$ cat config.mk
export PLATFORM = sky130hd
export DESIGN_NAME = divisor_prescaler
export DESIGN_NICKNAME = d
export VERILOG_FILES = /design/src/rtl/prescale_pkg.sv /design/src/rtl/prescale_select.sv /design/src/rtl/prescale_term.sv /design/src/rtl/prescale_csa.sv /design/src/rtl/divisor_prescaler.sv
export SDC_FILE = /design/constraint.sdc
export NUM_CORES = 1
export LEC_CHECK = 0
export ABC_AREA = 1
export BUFFER_PORTS_ARGS = -buffer_cell sky130_fd_sc_hd__buf_2
export CORE_MARGIN = 4
export CORE_UTILIZATION = 60
export CTS_BUF_LIST = sky130_fd_sc_hd__clkbuf_2 sky130_fd_sc_hd__clkbuf_4 sky130_fd_sc_hd__clkbuf_8
export DETAILED_ROUTE_END_ITERATION = 12
export PLACE_DENSITY_LB_ADDON = 0.2
export SETUP_SLACK_MARGIN = 0.15
export SYNTH_ARGS = -nofsm -noshare
export SYNTH_HDL_FRONTEND = slang
export SYNTH_HIERARCHICAL = 1
export SYNTH_SLANG_ARGS = --single-unit
$ cat constraint.sdc
create_clock -name clk -period 4.19 [get_ports clk]
set_input_delay 0.6285 -clock clk [delete_from_list [all_inputs] [get_ports clk]]
set_output_delay 0.6285 -clock clk [all_outputs]
set_load 0.005 [all_outputs]
$ cat src/rtl/prescale_pkg.sv
package prescale_pkg;

    localparam int SLOT_N = 3;
    localparam int CODE_W = 3;
    localparam int BIN_W  = 3;
    localparam int SCALE_W = 4;

    typedef enum logic [CODE_W-1:0] {
        ADD_ZERO  = 3'd0,
        ADD_Y1    = 3'd1,
        ADD_Y2    = 3'd2,
        ADD_Y4    = 3'd3,
        ADD_Y8    = 3'd4,
        ADD_NEGY8 = 3'd5
    } addend_e;

    typedef struct packed {
        addend_e s2;
        addend_e s1;
        addend_e s0;
    } addend_set_t;

    // Weight of one addend in units of 1/8.
    function automatic int code_weight(logic [CODE_W-1:0] code);
        case (code)
            ADD_Y1:    return 8;
            ADD_Y2:    return 4;
            ADD_Y4:    return 2;
            ADD_Y8:    return 1;
            ADD_NEGY8: return -1;
            default:   return 0;
        endcase
    endfunction

    // Addend choice per bin of width 1/8 above one.
    function automatic addend_set_t pick_set(logic [BIN_W-1:0] bin);
        addend_set_t s;
        s = '{s2: ADD_ZERO, s1: ADD_ZERO, s0: ADD_Y2};
        case (bin)
            3'd0: s = '{s2: ADD_ZERO, s1: ADD_ZERO,  s0: ADD_Y1};
            3'd1: s = '{s2: ADD_ZERO, s1: ADD_NEGY8, s0: ADD_Y1};
            3'd2,
            3'd3: s = '{s2: ADD_ZERO, s1: ADD_Y4,    s0: ADD_Y2};
            3'd4,
            3'd5: s = '{s2: ADD_ZERO, s1: ADD_Y8,    s0: ADD_Y2};
            default: s = '{s2: ADD_ZERO, s1: ADD_ZERO, s0: ADD_Y2};
        endcase
        return s;
    endfunction

    function automatic logic [SCALE_W-1:0] set_scale(addend_set_t s);
        int acc;
        acc = code_weight(s.s0) + code_weight(s.s1) + code_weight(s.s2);
        return SCALE_W'(acc);
    endfunction

endpackage

$ cat src/rtl/prescale_select.sv
module prescale_select
    import prescale_pkg::*;
(
    input  logic [BIN_W-1:0]   bin_i,
    output addend_set_t        set_o,
    output logic [SCALE_W-1:0] scale_o
);
    always_comb begin
        set_o   = pick_set(bin_i);
        scale_o = set_scale(set_o);
    end
endmodule

$ cat src/rtl/prescale_term.sv
module prescale_term
    import prescale_pkg::*;
#(
    parameter int DIV_W = 16,
    localparam int OW   = DIV_W + 3
) (
    input  logic [DIV_W-1:0] y_i,
    input  addend_e          code_i,
    output logic [OW-1:0]    term_o
);
    logic [OW-1:0] y_ext;

    always_comb begin
        y_ext = {y_i, 3'b000};
        case (code_i)
            ADD_Y1:    term_o = y_ext;
            ADD_Y2:    term_o = y_ext >> 1;
            ADD_Y4:    term_o = y_ext >> 2;
            ADD_Y8:    term_o = y_ext >> 3;
            ADD_NEGY8: term_o = ~(y_ext >> 3) + OW'(1);
            default:   term_o = '0;
        endcase
    end
endmodule

$ cat src/rtl/prescale_csa.sv
module prescale_csa #(
    parameter int W = 19
) (
    input  logic [W-1:0] a_i,
    input  logic [W-1:0] b_i,
    input  logic [W-1:0] c_i,
    output logic [W-1:0] sum_o,
    output logic [W-1:0] carry_o
);
    assign sum_o      = a_i ^ b_i ^ c_i;
    assign carry_o[0] = 1'b0;

    for (genvar i = 0; i < W - 1; i++) begin : g_maj
        assign carry_o[i+1] = (a_i[i] & b_i[i]) | (a_i[i] & c_i[i]) | (b_i[i] & c_i[i]);
    end
endmodule

$ cat src/rtl/divisor_prescaler.sv
module divisor_prescaler
    import prescale_pkg::*;
#(
    parameter int DIV_W = 16
) (
    input  logic                      clk,
    input  logic                      rst,
    input  logic                      valid_i,
    input  logic [DIV_W-1:0]          y_i,
    output logic                      valid_o,
    output logic [DIV_W+2:0]          scaled_o,
    output logic [SCALE_W-1:0]        scale_o,
    output logic [SLOT_N*CODE_W-1:0]  sel_o
);
    localparam int OW = DIV_W + 3;

    addend_set_t          set_w;
    logic [SCALE_W-1:0]   scale_w;
    addend_e              code_w [SLOT_N];
    logic [OW-1:0]        term_w [SLOT_N];
    logic [OW-1:0]        cs_sum;
    logic [OW-1:0]        cs_carry;
    logic [OW-1:0]        total_w;

    prescale_select u_sel (
        .bin_i   (y_i[DIV_W-2 -: BIN_W]),
        .set_o   (set_w),
        .scale_o (scale_w)
    );

    assign code_w[0] = set_w.s0;
    assign code_w[1] = set_w.s1;
    assign code_w[2] = set_w.s2;

    for (genvar k = 0; k < SLOT_N; k++) begin : g_slot
        prescale_term #(.DIV_W(DIV_W)) u_term (
            .y_i    (y_i),
            .code_i (code_w[k]),
            .term_o (term_w[k])
        );
    end

    prescale_csa #(.W(OW)) u_csa (
        .a_i     (term_w[0]),
        .b_i     (term_w[1]),
        .c_i     (term_w[2]),
        .sum_o   (cs_sum),
        .carry_o (cs_carry)
    );

    // Modulo-2^OW add; the true product lies in [0, 2) so it is exact.
    assign total_w = cs_sum + cs_carry;

    always_ff @(posedge clk) begin
        if (rst) begin
            valid_o  <= 1'b0;
            scaled_o <= '0;
            scale_o  <= '0;
            sel_o    <= '0;
        end else begin
            valid_o <= valid_i;
            if (valid_i) begin
                scaled_o <= total_w;
                scale_o  <= scale_w;
                sel_o    <= set_w;
            end
        end
    end
endmodule

# Yosys cells after proc, flatten, opt, wreduce, memory -nomap -nowiden
# Index checks and enable logic that the tools add are counted.
# Widths: inputs -> output; s select.
[totals] ff_bits=33 in_bits=19 wordCells=131
[classes] n_addsub=4 eq_ne=20 mux=7 bitwise_logic=93 reduce_logical=3
[op_table] cell="$pmux 19 s5" count=3
[op_table] cell="$pmux 4 s5" count=3
[op_table] cell="$and 1x1->1" count=54
[op_table] cell="$xor 19x19->19" count=2
[op_table] cell="$or 1x1->1" count=36
[op_table] cell="$pmux 6 s4" count=1
[op_table] cell="$add 19x1->19 const B" count=1
[op_table] cell="$add 19x19->19" count=1
[op_table] cell="$not 16->19" count=1
[op_table] cell="$eq 3x2->1 const B" count=6
[op_table] cell="$eq 3x3->1 const B" count=6
[op_table] cell="$eq 3x1->1 const B" count=3
[op_table] cell="$add 4x4->4" count=2
[op_table] cell="$eq 1x3->1 const AB" count=2
[op_table] cell="$eq 1x2->1 const AB" count=2
[op_table] cell="$reduce_or 2->1" count=2
[op_table] cell="$logic_not 3->1" count=1
[op_table] cell="$eq 1x1->1 const AB" count=1

# Depth between registers and ports, before layout
[depth] depth_word=9 depth_mapped=22 depth_no_buf=22

# By module
# The synthesis kept the hierarchy.
[by_module_without_submodules] module="divisor_prescaler" instances=1 cells_per_inst=360 area_each_um2=2264.7
[by_module_without_submodules] module="prescale_term (g_slot[0].u_term ...)" instances=2 cells_per_inst=186 area_each_um2=940.9
[by_module_without_submodules] module="prescale_term (g_slot[2].u_term)" instances=1 cells_per_inst=188 area_each_um2=929.6
[by_module_without_submodules] module="prescale_csa" instances=1 cells_per_inst=29 area_each_um2=406.6
[by_module_without_submodules] module="prescale_select" instances=1 cells_per_inst=23 area_each_um2=133.9

# Least setup slack after synthesis
# OpenSTA, ideal clock, no wires.
[synth_path] path_kind="input -> register" from="in y_i[14]" to="reg scaled_o[7]" arrival_ps=3189 t_required_ps=4077 path_slack_ps=888 stages=16 path_cell_list="nor2_2 > inv_1 > nand3_4 > buf_6 > nor2_1 > a21oi_1 > nand3_1 > fa_1 > ha_1 > a21oi_1 > nor2_1 > nor2_1 > nand2_2 > or2_1 > nand3_1 > nand2_1"
[synth_lines] item="from (decl)" line="divisor_prescaler.sv:9" text="input logic [DIV_W-1:0] y_i,"
[synth_lines] item="to (signal assigned)" line="divisor_prescaler.sv:63" text="scaled_o <= total_w;"
[synth_lines] item="to (decl)" line="divisor_prescaler.sv:11" text="output logic [DIV_W+2:0] scaled_o,"

==> metrics.txt <==
status=finished clean; crit end category=register; 1st-pass router iterations=5; Initial Utilization=61.1%; critical path class=in2reg; initial antenna violation count=0; Post-DP HPWL=13.4 mm; Antenna Nets Post-Route=0; wire length per cell=15.0 um; Critical Path AT=3880 ps; CTS Sinks=33; compound-gate portion of the synthesized area=15.6%; CTS Root Cell=clkbuf_8; reg2reg path depth=2; # setup viols final=0; clk buf depth=2; Leakage=3.08 nW; first-pass GRT wire length=28.2 mm; multiplexer share of the synthesized area=0%; total CTS buffers=5; Post-CTS Repair Setup Buffers=0; Avg Cell Area, Syn=5.78 sq um; Die Span Y=105 um; RSZ-0062 raised after global routing=no; worst slew pin tran=618 ps; Yosys reg bits=33; Fin. Hold Viols=0; CTS tree=built; Hold WC Path Type=reg2reg; largest net degree at the start of global routing=39; Slew Limit Fails=0; CORE AREA=0.00920 sq mm; gr ovfl total=0; Post-Synth XOR/XNOR Area=0.936%; Die W=105 um; Cell Area, Synth=0.00562 sq mm; n_diodes=0; layout cells sized above 1=12.7%; via count=6487; Initial DRC Count=548; Synth Area in Adders=12.0%; number of global-route vias before repair=5997; synth unique cells=35; filler instances=960; Skew-Pair Late Insertion Delay=280 ps; die area=0.0110 sq mm; GRT Util Overall=30.6%; Setup WS pre-CTS=285 ps; Syn. warnings=6; Final Critical Period=3690 ps; post-synthesis sequential area ratio=11.8%; Hold Crit Depth=2; Max-slew headroom=58.8%; nature of the critical path startpoint=input pin; CTS resizes=0; Max Cap Viol=0; DR DRC count=0; Data required, critical path=4380 ps; via/cell ratio=5.78; Final GP Congestion=1.04; final hold slack=467 ps; final wirelength=16.8 mm; CTS H-tree depth=2; layout net count=1071; Power Total=1.55 mW; Synth Area in Simple Gates=45.9%; Setup TNS Final=0 ps; Syn Inst Count=972; Row Count=35; CTS Hold Bufs=0; Final period util=88.2%; Area growth syn-to-layout=4.95%; largest family of logic cells by synthesized area=simple AND/OR/NAND/NOR gates; Reg clk slew, reported paths=70 ps; Power Dens Cells=263 mW/mm^2; PortBufs=51; Final Skew=0 ps; Fmax=271 MHz; Worst IR Drop VDD=0.208 mV; final worst slack=495 ps; Max FO, Critical Path=14; I/O pin total=52
==> synthesized netlist by cell type <==
library cell    count  area [sq um]
a21oi_1            26           130
a21oi_2             3          26.3
buf_2               2          10.0
buf_4              10          75.1
buf_6              10           113
buf_8               2          30.0
clkbuf_1            4          15.0
conb_1              2          7.51
dfxtp_1            33           661
dlymetal6s2s_1      1          12.5
fa_1               20           400
ha_1               22           275
inv_1             121           454
inv_2              15          56.3
nand2_1           239           897
nand2_2            12          75.1
nand3_1           103           515
nand3_2            12           120
nand3_4             5          87.6
nand4_1             8          50.1
nor2_1            170           638
nor2_2              5          31.3
nor2_4              7          78.8
nor3_1              8          40.0
o2111ai_1           3          26.3
o211ai_1            3          22.5
o21ai_0            40           200
o21ai_2             3          26.3
o221ai_1            3          26.3
o22ai_1            67           419
or2_0               1          6.26
or2_1               4          25.0
or2_2               2          12.5
xnor2_1             1          8.76
xor2_1              5          43.8
==> registers in the layout, indices dropped and copies added, names as in the netlist <==
register  cells
scale_o       4
valid_o       1
sel_o         9
scaled_o     19
==> placed cells by master, fill, tap and decap left out, types with 12 or more instances in the layout <==
cell	instances
inv_1	121
o21ai_0	40
nor2_1	170
ha_1	22
dfxtp_1	33
nand3_1	103
nand2_1	239
fa_1	20
buf_2	51
o22ai_1	67
a21oi_1	26
nand3_2	12
nand2_2	12
inv_2	15
==> per-stage QoR <==
step	area, sq um	std cells	util (%)
3_3_place_gp	5810	1114	63.2
5_1_grt	5890	1122	64.1
6_report	5890	1122	64.1
2_1_floorplan	5630	976	-
3_5_place_dp	5810	1114	63.2
4_1_cts	5890	1122	64.1
==> report_power, final <==
| part | internal [mW] | leakage (nW) | switching, mW |
|---|---|---|---|
| Clock | 0.115 | 0.0439 | 0.123 |
| Sequential | 0.355 | 0.274 | 0.0188 |
| Combinational | 0.319 | 2.76 | 0.616 |
==> final timing paths <==
check	endpoint	from	slack [ps]
worst max-delay path	scaled_o[12]	y_i[14]	500
worst min-delay path	scaled_o[8]	scaled_o[8]	470
worst max register to register	sel_o[0]	sel_o[0]	3500
worst min register to register	scaled_o[8]	scaled_o[8]	470
==> cell families after synthesis <==
logic type                 after synthesis
and+or+nand+nor                        576
AOI/OAI and AO/OA                      148
other                                    2
DFF                                     33
buffers and inverters                  165
xor gates and xnor gates                 6
adders and majority gates               42
==> critical path, cell delays in order <==
cell and delay [ps]:
buf_2 260, inv_1 130, nand2_2 90, nand2_1 170, inv_2 120, nand3_2 250, o22ai_1 240, nor2_1 50
nand2_1 110, fa_1 450, ha_1 370, a21oi_1 260, nor2_1 60, nor2_1 80, nand2_1 120, nand2_1 110
nand2_1 60, nand2_1 60, nand3_1 110, nand2_1 100, inv_1 30
==> metal layers <==
layer / vias up / GRT usage (%) / share of wire (%)
li1: 3247 / - / -
met1: 2931 / 40.7 / 42
met2: 279 / 51.1 / 46
met3: 30 / 5.31 / 10
met4: 0 / 8.25 / 1.6
met5: - / 0 / 0
==> final cells by class <==
| class | instances | area (sq um) | share of cell area (%) |
|---|---|---|---|
| multi-input combinational | 778 | 4210 | 71.3 |
| sequential | 33 | 661 | 11.2 |
| inverter | 136 | 510 | 8.66 |
| timing repair buffer | 56 | 293 | 4.97 |
| tap | 111 | 139 | 2.36 |
| clock buffer | 5 | 68.8 | 1.17 |
| clock inverter | 3 | 17.5 | 0.297 |
(Power assumes the default switching activity.)
